--- src/rtl/spi_regport_pkg.sv ---
package spi_regport_pkg;

   // Frame progress as seen by the command decoder.
   typedef enum logic [1:0] {
      PH_CMD   = 2'd0,
      PH_WRITE = 2'd1,
      PH_READ  = 2'd2,
      PH_DROP  = 2'd3
   } phase_e;

endpackage

--- src/rtl/spi_regport_sync.sv ---
module spi_regport_sync #(
   parameter int STAGES = 2
) (
   input  logic clk,
   input  logic rst_n,
   input  logic sclk_i,
   input  logic cs_n_i,
   input  logic mosi_i,
   output logic sclk_rise,
   output logic sclk_fall,
   output logic cs_act,
   output logic mosi_s
);

   generate
      if (STAGES < 2) begin : g_bad_stages
         $error("spi_regport_sync: STAGES must be at least 2");
      end
   endgenerate

   logic [STAGES-1:0] sclk_sh;
   logic [STAGES-1:0] cs_sh;
   logic [STAGES-1:0] mosi_sh;
   logic              sclk_prev;

   always_ff @(posedge clk or negedge rst_n) begin
      if (!rst_n) begin
         sclk_sh   <= '0;
         cs_sh     <= '1;
         mosi_sh   <= '0;
         sclk_prev <= 1'b0;
      end else begin
         sclk_sh   <= {sclk_sh[STAGES-2:0], sclk_i};
         cs_sh     <= {cs_sh[STAGES-2:0], cs_n_i};
         mosi_sh   <= {mosi_sh[STAGES-2:0], mosi_i};
         sclk_prev <= sclk_sh[STAGES-1];
      end
   end

   assign cs_act    = ~cs_sh[STAGES-1];
   assign mosi_s    = mosi_sh[STAGES-1];
   assign sclk_rise = cs_act &  sclk_sh[STAGES-1] & ~sclk_prev;
   assign sclk_fall = cs_act & ~sclk_sh[STAGES-1] &  sclk_prev;

endmodule

--- src/rtl/spi_regport_shift.sv ---
module spi_regport_shift #(
   parameter int WORD_W = 32
) (
   input  logic              clk,
   input  logic              rst_n,
   input  logic              cs_act,
   input  logic              sclk_rise,
   input  logic              sclk_fall,
   input  logic              mosi_s,
   input  logic              load_valid,
   input  logic [WORD_W-1:0] load_word,
   output logic              word_done,
   output logic [WORD_W-1:0] rx_word,
   output logic              miso
);

   localparam int CW = $clog2(WORD_W);

   logic [CW-1:0]     bit_cnt;
   logic [WORD_W-1:0] tx_sh;
   logic [WORD_W-1:0] pend_word;
   logic              pend_v;

   always_ff @(posedge clk or negedge rst_n) begin
      if (!rst_n) begin
         bit_cnt   <= '0;
         word_done <= 1'b0;
         rx_word   <= '0;
         tx_sh     <= '0;
         pend_word <= '0;
         pend_v    <= 1'b0;
      end else if (!cs_act) begin
         bit_cnt   <= '0;
         word_done <= 1'b0;
         tx_sh     <= '0;
         pend_v    <= 1'b0;
      end else begin
         word_done <= 1'b0;
         if (sclk_rise) begin
            rx_word   <= {rx_word[WORD_W-2:0], mosi_s};
            word_done <= (bit_cnt == CW'(WORD_W - 1));
            bit_cnt   <= (bit_cnt == CW'(WORD_W - 1)) ? '0 : bit_cnt + 1'b1;
         end
         if (load_valid && !sclk_fall) begin
            pend_word <= load_word;
            pend_v    <= 1'b1;
         end
         if (sclk_fall) begin
            if (load_valid) begin
               tx_sh <= load_word;
            end else if (pend_v) begin
               tx_sh  <= pend_word;
               pend_v <= 1'b0;
            end else begin
               tx_sh <= {tx_sh[WORD_W-2:0], 1'b0};
            end
         end
      end
   end

   assign miso = tx_sh[WORD_W-1] & cs_act;

endmodule

--- src/rtl/spi_regport_ctl.sv ---
module spi_regport_ctl
   import spi_regport_pkg::*;
#(
   parameter int DATA_W      = 32,
   parameter int CNT_W       = 6,
   parameter int ADDR_W      = 21,
   parameter bit ZERO_IS_MAX = 1'b1
) (
   input  logic              clk,
   input  logic              rst_n,
   input  logic              cs_act,
   input  logic              word_done,
   input  logic [DATA_W-1:0] rx_word,
   input  logic [DATA_W-1:0] reg_rdata,
   output logic [ADDR_W-1:0] reg_addr,
   output logic [DATA_W-1:0] reg_wdata,
   output logic              reg_wr,
   output logic              reg_rd,
   output logic              load_valid,
   output logic [DATA_W-1:0] load_word
);

   localparam int MAX_WORDS = 2 ** CNT_W;
   localparam int LW        = CNT_W + 1;
   localparam int DIR_BIT   = DATA_W - 1;
   localparam int CNT_HI    = DATA_W - 2;
   localparam int CNT_LO    = DATA_W - 1 - CNT_W;
   localparam int ADDR_HI   = CNT_LO - 1;
   localparam int ADDR_LO   = ADDR_HI - ADDR_W + 1;

   phase_e            phase;
   logic [ADDR_W-1:0] addr_q;
   logic [LW-1:0]     left_q;
   logic              rd_late;

   logic              cmd_write;
   logic [CNT_W-1:0]  cmd_cnt;
   logic [ADDR_W-1:0] cmd_addr;
   logic [LW-1:0]     rd_len;

   assign cmd_write = rx_word[DIR_BIT];
   assign cmd_cnt   = rx_word[CNT_HI:CNT_LO];
   assign cmd_addr  = rx_word[ADDR_HI:ADDR_LO];

   generate
      if (ZERO_IS_MAX) begin : g_zero_full
         assign rd_len = (cmd_cnt == '0) ? LW'(MAX_WORDS) : {1'b0, cmd_cnt};
      end else begin : g_zero_none
         assign rd_len = {1'b0, cmd_cnt};
      end
   endgenerate

   always_ff @(posedge clk or negedge rst_n) begin
      if (!rst_n) begin
         phase     <= PH_CMD;
         addr_q    <= '0;
         left_q    <= '0;
         reg_addr  <= '0;
         reg_wdata <= '0;
         reg_wr    <= 1'b0;
         reg_rd    <= 1'b0;
         rd_late   <= 1'b0;
      end else begin
         reg_wr  <= 1'b0;
         reg_rd  <= 1'b0;
         rd_late <= reg_rd;
         if (!cs_act) begin
            phase <= PH_CMD;
         end else if (word_done) begin
            unique case (phase)
               PH_CMD: begin
                  if (cmd_write) begin
                     addr_q <= cmd_addr;
                     left_q <= LW'(MAX_WORDS);
                     phase  <= PH_WRITE;
                  end else if (rd_len != '0) begin
                     reg_rd   <= 1'b1;
                     reg_addr <= cmd_addr;
                     addr_q   <= cmd_addr + 1'b1;
                     left_q   <= rd_len - 1'b1;
                     phase    <= PH_READ;
                  end else begin
                     phase <= PH_DROP;
                  end
               end
               PH_WRITE: begin
                  reg_wr    <= 1'b1;
                  reg_addr  <= addr_q;
                  reg_wdata <= rx_word;
                  addr_q    <= addr_q + 1'b1;
                  left_q    <= left_q - 1'b1;
                  if (left_q == LW'(1)) phase <= PH_DROP;
               end
               PH_READ: begin
                  if (left_q != '0) begin
                     reg_rd   <= 1'b1;
                     reg_addr <= addr_q;
                     addr_q   <= addr_q + 1'b1;
                     left_q   <= left_q - 1'b1;
                  end else begin
                     phase <= PH_DROP;
                  end
               end
               default: phase <= PH_DROP;
            endcase
         end
      end
   end

   assign load_valid = rd_late;
   assign load_word  = reg_rdata;

endmodule

--- src/rtl/spi_regport_slave.sv ---
module spi_regport_slave #(
   parameter int DATA_W      = 32,
   parameter int CNT_W       = 6,
   parameter int ADDR_W      = 21,
   parameter int SYNC_STAGES = 2,
   parameter bit ZERO_IS_MAX = 1'b1
) (
   input  logic              clk,
   input  logic              rst_n,
   input  logic              spi_sclk,
   input  logic              spi_cs_n,
   input  logic              spi_mosi,
   output logic              spi_miso,
   output logic [ADDR_W-1:0] reg_addr,
   output logic [DATA_W-1:0] reg_wdata,
   output logic              reg_wr,
   output logic              reg_rd,
   input  logic [DATA_W-1:0] reg_rdata
);

   localparam int MAX_WORDS = 2 ** CNT_W;
   localparam int SPARE_W   = DATA_W - 1 - CNT_W - ADDR_W;

   generate
      if (SPARE_W < 0) begin : g_bad_fields
         $error("spi_regport_slave: command fields exceed DATA_W");
      end
      if ((DATA_W & (DATA_W - 1)) != 0) begin : g_bad_word
         $error("spi_regport_slave: DATA_W must be a power of two");
      end
   endgenerate

   logic              sclk_rise;
   logic              sclk_fall;
   logic              cs_act;
   logic              mosi_s;
   logic              word_done;
   logic [DATA_W-1:0] rx_word;
   logic              load_valid;
   logic [DATA_W-1:0] load_word;

   spi_regport_sync #(
      .STAGES (SYNC_STAGES)
   ) i_sync (
      .clk       (clk),
      .rst_n     (rst_n),
      .sclk_i    (spi_sclk),
      .cs_n_i    (spi_cs_n),
      .mosi_i    (spi_mosi),
      .sclk_rise (sclk_rise),
      .sclk_fall (sclk_fall),
      .cs_act    (cs_act),
      .mosi_s    (mosi_s)
   );

   spi_regport_shift #(
      .WORD_W (DATA_W)
   ) i_shift (
      .clk        (clk),
      .rst_n      (rst_n),
      .cs_act     (cs_act),
      .sclk_rise  (sclk_rise),
      .sclk_fall  (sclk_fall),
      .mosi_s     (mosi_s),
      .load_valid (load_valid),
      .load_word  (load_word),
      .word_done  (word_done),
      .rx_word    (rx_word),
      .miso       (spi_miso)
   );

   spi_regport_ctl #(
      .DATA_W      (DATA_W),
      .CNT_W       (CNT_W),
      .ADDR_W      (ADDR_W),
      .ZERO_IS_MAX (ZERO_IS_MAX)
   ) i_ctl (
      .clk        (clk),
      .rst_n      (rst_n),
      .cs_act     (cs_act),
      .word_done  (word_done),
      .rx_word    (rx_word),
      .reg_rdata  (reg_rdata),
      .reg_addr   (reg_addr),
      .reg_wdata  (reg_wdata),
      .reg_wr     (reg_wr),
      .reg_rd     (reg_rd),
      .load_valid (load_valid),
      .load_word  (load_word)
   );

endmodule

--- config.mk ---
export PLATFORM = sky130hd
export DESIGN_NAME = spi_regport_slave
export DESIGN_NICKNAME = d
export VERILOG_FILES = /design/src/rtl/spi_regport_pkg.sv /design/src/rtl/spi_regport_sync.sv /design/src/rtl/spi_regport_shift.sv /design/src/rtl/spi_regport_ctl.sv /design/src/rtl/spi_regport_slave.sv
export SDC_FILE = /design/constraint.sdc
export NUM_CORES = 1
export LEC_CHECK = 0
export ABC_AREA = 1
export BUFFER_PORTS_ARGS = -buffer_cell sky130_fd_sc_hd__buf_2
export CORE_UTILIZATION = 45
export CTS_BUF_LIST = sky130_fd_sc_hd__clkbuf_8
export DETAILED_ROUTE_END_ITERATION = 8
export GPL_TIMING_DRIVEN = 0
export HOLD_SLACK_MARGIN = 0.12
export PLACE_DENSITY = 0.59
export SYNTH_ARGS = -nofsm -noshare
export SYNTH_HDL_FRONTEND = slang
export SYNTH_SLANG_ARGS = --single-unit
--- constraint.sdc ---
create_clock -name clk -period 2.85 [get_ports clk]
set_clock_uncertainty 0.05 [all_clocks]
set_input_delay 0.285 -clock clk [delete_from_list [all_inputs] [get_ports clk]]
set_output_delay 0.285 -clock clk [all_outputs]
set_load 0.01 [all_outputs]
======== Yosys cells after proc, flatten, opt, wreduce, memory -nomap -nowiden ========
Index checks and enable logic that the tools add are counted.
cells by class
  add/subtract/negate cells ............... 5
  eq/ne operators ......................... 10
  muxes and demuxes ....................... 43
  bitwise logic cells ..................... 8
  reductions and logical operators ........ 16
operator list
  cell                                                                    number
  32-bit two-way mux                                                      4
  21-bit two-way mux                                                      6
  21-bit case mux with 3 select lines                                     2
  21-bit by 1-bit adder with 21-bit output (second input constant)        2
  7-bit two-way mux                                                       4
  7-bit case mux with 3 select lines                                      1
  1-bit two-way mux                                                       16
  5-bit two-way mux                                                       3
  7-bit nonzero test                                                      2
  7-bit by 1-bit subtractor with 7-bit output (second input constant)     2
  2-bit two-way mux                                                       5
  7-bit by 1-bit equality test with 1-bit output (second input constant)  1
  6-bit logical NOT                                                       1
  3-bit by 2-bit != test with 1-bit output (second input constant)        2
  2-bit case mux with 3 select lines                                      1
  3-bit AND reduction                                                     2
  6-bit AND reduction                                                     1
  2-bit nonzero test                                                      3
  5-bit by 1-bit adder with 5-bit output (second input constant)          1
  1-bit AND                                                               5
  5-bit equality test (second input constant)                             1
  5-bit AND reduction                                                     1
  2-bit by 1-bit != test with 1-bit output (second input constant)        2
  2-bit AND reduction                                                     2
  other kinds (10)                                                        12
word-level totals
  register bits ........................... 196
  bits of input ports ..................... 37
  output and inout bits ................... 56
  logic and storage cells ................. 100

======== Depth between registers and ports, before layout ========
  depth after elaboration ................. 10
  gate-level depth with buffers ........... 12
  mapped depth without buffers ............ 11

======== By module ========
Synthesis repeated with hierarchy kept, for this count alone.
unflattened totals
  cells, all modules ...................... 1363
  area total of the unflattened synthesis .. 10363.7 um^2
by module, submodules not included
  module             times used  cells each  area each (um^2)  sequential area each (um^2)
  spi_regport_ctl    1           754         5434.0            2152.1
  spi_regport_shift  1           597         4733.3            2577.5
  spi_regport_sync   1           12          196.4             177.7

======== Worst setup path before layout ========
OpenSTA, ideal clock, no wires.
  path kind ............................... reg-to-reg
  start point ............................. register i_ctl.phase[0]
  end point ............................... register i_ctl.addr_q[3]
  library setup time ...................... 0.076 ns
  data arrival time ....................... 1.488 ns
  data required time ...................... 2.724 ns
  setup slack ............................. 1.235 ns
  cell stages (with the launch flop) ...... 9
  path buffers ............................ 1
  period minus slack after synthesis ...... 1.615 ns
  cells stage by stage .................... dfrtp_1 > inv_1 > ha_1 > inv_1 > buf_1 > o21ai_0 > o21ai_0 > nand2_1 > o21ai_1
on the way
  word-level cells in the longest chain between the ends .. 3
  elaborated cells between the ends (all ways) .. 8
  classes of those cells .................. eq/ne: 4; mux: 1; reduce/logical: 3
RTL lines
  item                                                                        RTL line               text
  start: declaration                                                          spi_regport_ctl.sv:31  phase_e phase;
  start signal: assignment                                                    spi_regport_ctl.sv:55  phase <= PH_CMD;
  start signal: assignment                                                    spi_regport_ctl.sv:68  phase <= PH_CMD;
  start signal: assignment                                                    spi_regport_ctl.sv:75  phase <= PH_WRITE;
  2-bit equality test (tied with other cells)                                 spi_regport_ctl.sv:70  unique case (phase)
  2-bit by 1-bit != test with 1-bit output (no line) (tied with other cells)  n/a
  5-bit AND reduction (no line)                                               n/a
  end signal: assignment                                                      spi_regport_ctl.sv:73  addr_q <= cmd_addr;
  end signal: assignment                                                      spi_regport_ctl.sv:79  addr_q <= cmd_addr + 1'b1;
  end signal: assignment                                                      spi_regport_ctl.sv:90  addr_q <= addr_q + 1'b1;
  end: declaration                                                            spi_regport_ctl.sv:32  logic [ADDR_W-1:0] addr_q;
Several ways; a longest one is shown, not always the timed one.
A chain may end at the register's enable or synchronous reset.

======== Worst setup path in the final report ========
  start point ............................. register i_ctl.phase[0]
  end point ............................... register i_ctl.reg_addr[20]
on the way
  word-level cells in the longest chain between the ends .. 3
  elaborated cells between the ends (all ways) .. 9
  classes of those cells .................. eq/ne: 5; mux: 1; reduce/logical: 3
RTL lines
  item                                                                        RTL line               text
  2-bit equality test (tied with other cells)                                 spi_regport_ctl.sv:70
  2-bit by 1-bit != test with 1-bit output (no line) (tied with other cells)  n/a
  6-bit AND reduction (no line)                                               n/a
  end signal: assignment                                                      spi_regport_ctl.sv:78  reg_addr <= cmd_addr;
  end signal: assignment                                                      spi_regport_ctl.sv:88  reg_addr <= addr_q;
  end signal: assignment                                                      spi_regport_ctl.sv:97  reg_addr <= addr_q;
  end: declaration                                                            spi_regport_ctl.sv:15  output logic [ADDR_W-1:0] reg_addr,
Several ways; a longest one is shown, not always the timed one.

==> impl_metrics.yaml <==
flow_run:
  maxCapViolations: 0
run_status:
  status: "complete, no violations"
sta:
  fin_crit_ns: 2.27
  setup_viol: 0
  rsz0062_at_grt: "no"
  worst-slew-pin-transition_ns: 0.785
  fmax_mhz: 441
  timing.final.crit_share_pct: 79.5
  slew_headroom_pct: 47.7
  tns_ns: 0
  slew_viol_final: 0
  hold_violations: 0
yosys:
  avgSynthCellArea_um2: 7.74
  synth.largest_area_cell: "dfrtp_1"
  synth_nets: 1311
  yosys_most_used_dff: "dfrtp_1"
  syn_area_um2: 9770
  synth_edf_count: 0
  yosysTopAreaCellShare_pct: 49.7
  synth.area.top_cells: "dfrtp_1 (50%), nand2_1 (14%), o21ai_0 (12%)"
  ys_ff_latch: 196
  synth-seq-area-share_pct: 50.2
  synthTopCellsByCount: "nand2_1 (375), o21ai_0 (225), dfrtp_1 (194), inv_1 (139), nor2_1 (58)"
  ys_async_sr_fraction_pct: 100
  netlist_instances: 1263
  yosys_warnings: 0
  synth_cell_type_count: 36
  yosysMostFrequentCell: "nand2_1"
global_routing:
  grt_pass1_vias: 8335
  grt_pass1_wl_um: 44000
  grt-ovfl-total: 0
  grt_max_degree: 103
  antenna_found_initial: 0
  grtUsageTotal_pct: 25.5
setup_path:
  setup.worst_path.start_class: "register"
  path_common_cell: "nand2_1"
  crit_path_max_fanout: 10
  critPathRequiredTime_ns: 3.17
  critical_path.endpoint_type: "register"
  slowest_stage: "clkbuf_1"
  crit_type: "register to register"
  cp_num_buf_inv: 3
  cp_slowest_stage_delay_ns: 0.51
  critical_path.top_delay_family: "buffers and inverters"
  critPathArrivalTime_ns: 2.58
  cp_cell_sequence: "inv_1 > ha_1 > buf_2 > clkbuf_1 > o21ai_0 > nand2_1 > nand2_1"
finish:
  fin_util_pct: 53.7
  final_layout_size_suffix_gt1_share_pct: 12.9
  nets: 1459
  area.growth.synth_to_final_pct: 16.4
  multi_input_area_um2: 4030
  seq_area_um2: 4910
  n_fill_cell: 2078
  fin_area_um2: 11400
  n_antenna_cell: 0
die:
  die_h_um: 149
  core_um2: 21200
  io_pins: 93
  row_count: 53
  die_w_um: 149
  die_area_um2: 22300
  start_util_pct: 46.2
cts:
  clockBufferDepth: 2
  post_cts_buffers: 0
  clk_pin_slew_ns: 0.11
  cts.sinks: 196
  numCtsBuffers: 17
  cts_tree: "built"
  htree_levels: 4
  holdBufCountCts: 36
  clk_latency_ns: 0.47
  cts-root-buf: "clkbuf_8"
  cts_resized: 0
drt:
  ant_nets: 0
  wl_per_cell_um: 16.1
  dr.pass1.iters: 5
  wirelength_um: 27400
  drc: 0
  routed_via_density: 5.17
  vias: 8776
  drtIter0Drc: 630
placed_design:
  place_area_um2: 10600
  numPortBuffers: 92
  hpwl_um: 19600
  place_congestion: 0.931
pwr:
  power_w: 0.00527
  p_leak_nw: 5.48
  ir_drop_uv: 321
  powerDensity_nw_per_um2: 464
hold_path:
  hp-class: "register to register"
routing by layer:
metal | track usage (%) | vias up | wire [um]
met5 | 0 | - | 0
met4 | 9.13 | 0 | 764
met3 | 3.94 | 48 | 1360
met2 | 40.6 | 245 | 12800
met1 | 35.2 | 4127 | 12500
li1 | - | 4356 | -
final cells by class:
type / instances / share of cell area, %
repair buffers: 129 / 7.55
inverters: 145 / 4.79
well taps: 275 / 3.03
flip-flops and latches: 196 / 43.2
plain buffers: 58 / 2.55
multi-input cells: 864 / 35.4
clock buffers: 18 / 2.18
clock inverters: 14 / 1.31
report_power, final:
part	total (W)	switching [W]	internal, W
logic	0.000564	0.000397	0.000168
clock network	0.00185	0.00110	0.000745
registers	0.00286	0.0000400	0.00282
total	0.00527	0.00154	0.00373
sequential cells by signal (all words and copies together) (netlist names), 5 cells and up:
signal             cells
i_ctl.addr_q          21
i_ctl.left_q           7
i_ctl.reg_addr        21
i_ctl.reg_wdata       32
i_shift.bit_cnt        5
i_shift.pend_word     32
i_shift.rx_word       32
i_shift.tx_sh         32
worst paths after layout:
path,from,to,slack (ns),cells after the start
min reg2reg,i_sync.sclk_sh[0],i_sync.sclk_sh[1],0.31,0
max in group asynchronous,rst_n,i_ctl.addr_q[8],1.43,3
min,i_sync.sclk_sh[0],i_sync.sclk_sh[1],0.31,0
max reg2reg,i_ctl.phase[0],i_ctl.reg_addr[20],0.58,7
min in group asynchronous,rst_n,i_shift.pend_word[29],0.38,2
max,i_ctl.phase[0],i_ctl.reg_addr[20],0.58,7
stage by stage:
stage	setup slack, ns	std cells	hold slack (ns)
final	0.585	1699	0.309
after global routing	0.477	1699	0.321
after CTS	0.641	1699	0.310
after detailed placement	0.640	1631	0.285
after global placement	-1.95	1630	0.284
after floorplan	1.24	1263	-0.0606
kinds of logic (layout without fill, tap and decap cells):
logic type,Yosys count,in the layout,synth area share (%)
AND/OR/NAND/NOR,530,530,22.4
flip-flops,196,196,50.2
AO/OA/AOI/OAI,309,309,16.2
multiplexers,1,1,0.115
XOR/XNOR,13,13,1.17
buffers and inverters,203,364,8.54
adder cells (fa/ha/maj),11,11,1.41
cell usage in the layout, fill, tap and decap left out, types with 9 or more instances in the layout:
master / netlist / routed
a21oi_1: 41 / 41
nand3_1: 57 / 57
o21ai_1: 27 / 27
nand2_1: 375 / 375
clkbuf_1: 22 / 22
inv_1: 139 / 140
nand4_1: 10 / 10
nor2_2: 9 / 9
nor2_1: 58 / 58
o21ai_0: 225 / 225
clkbuf_8: 0 / 18
dlygate4sd3_1: 0 / 36
dfrtp_1: 194 / 194
buf_2: 19 / 110
ha_1: 11 / 11
No activity file was read; power rests on OpenSTA's default activity.
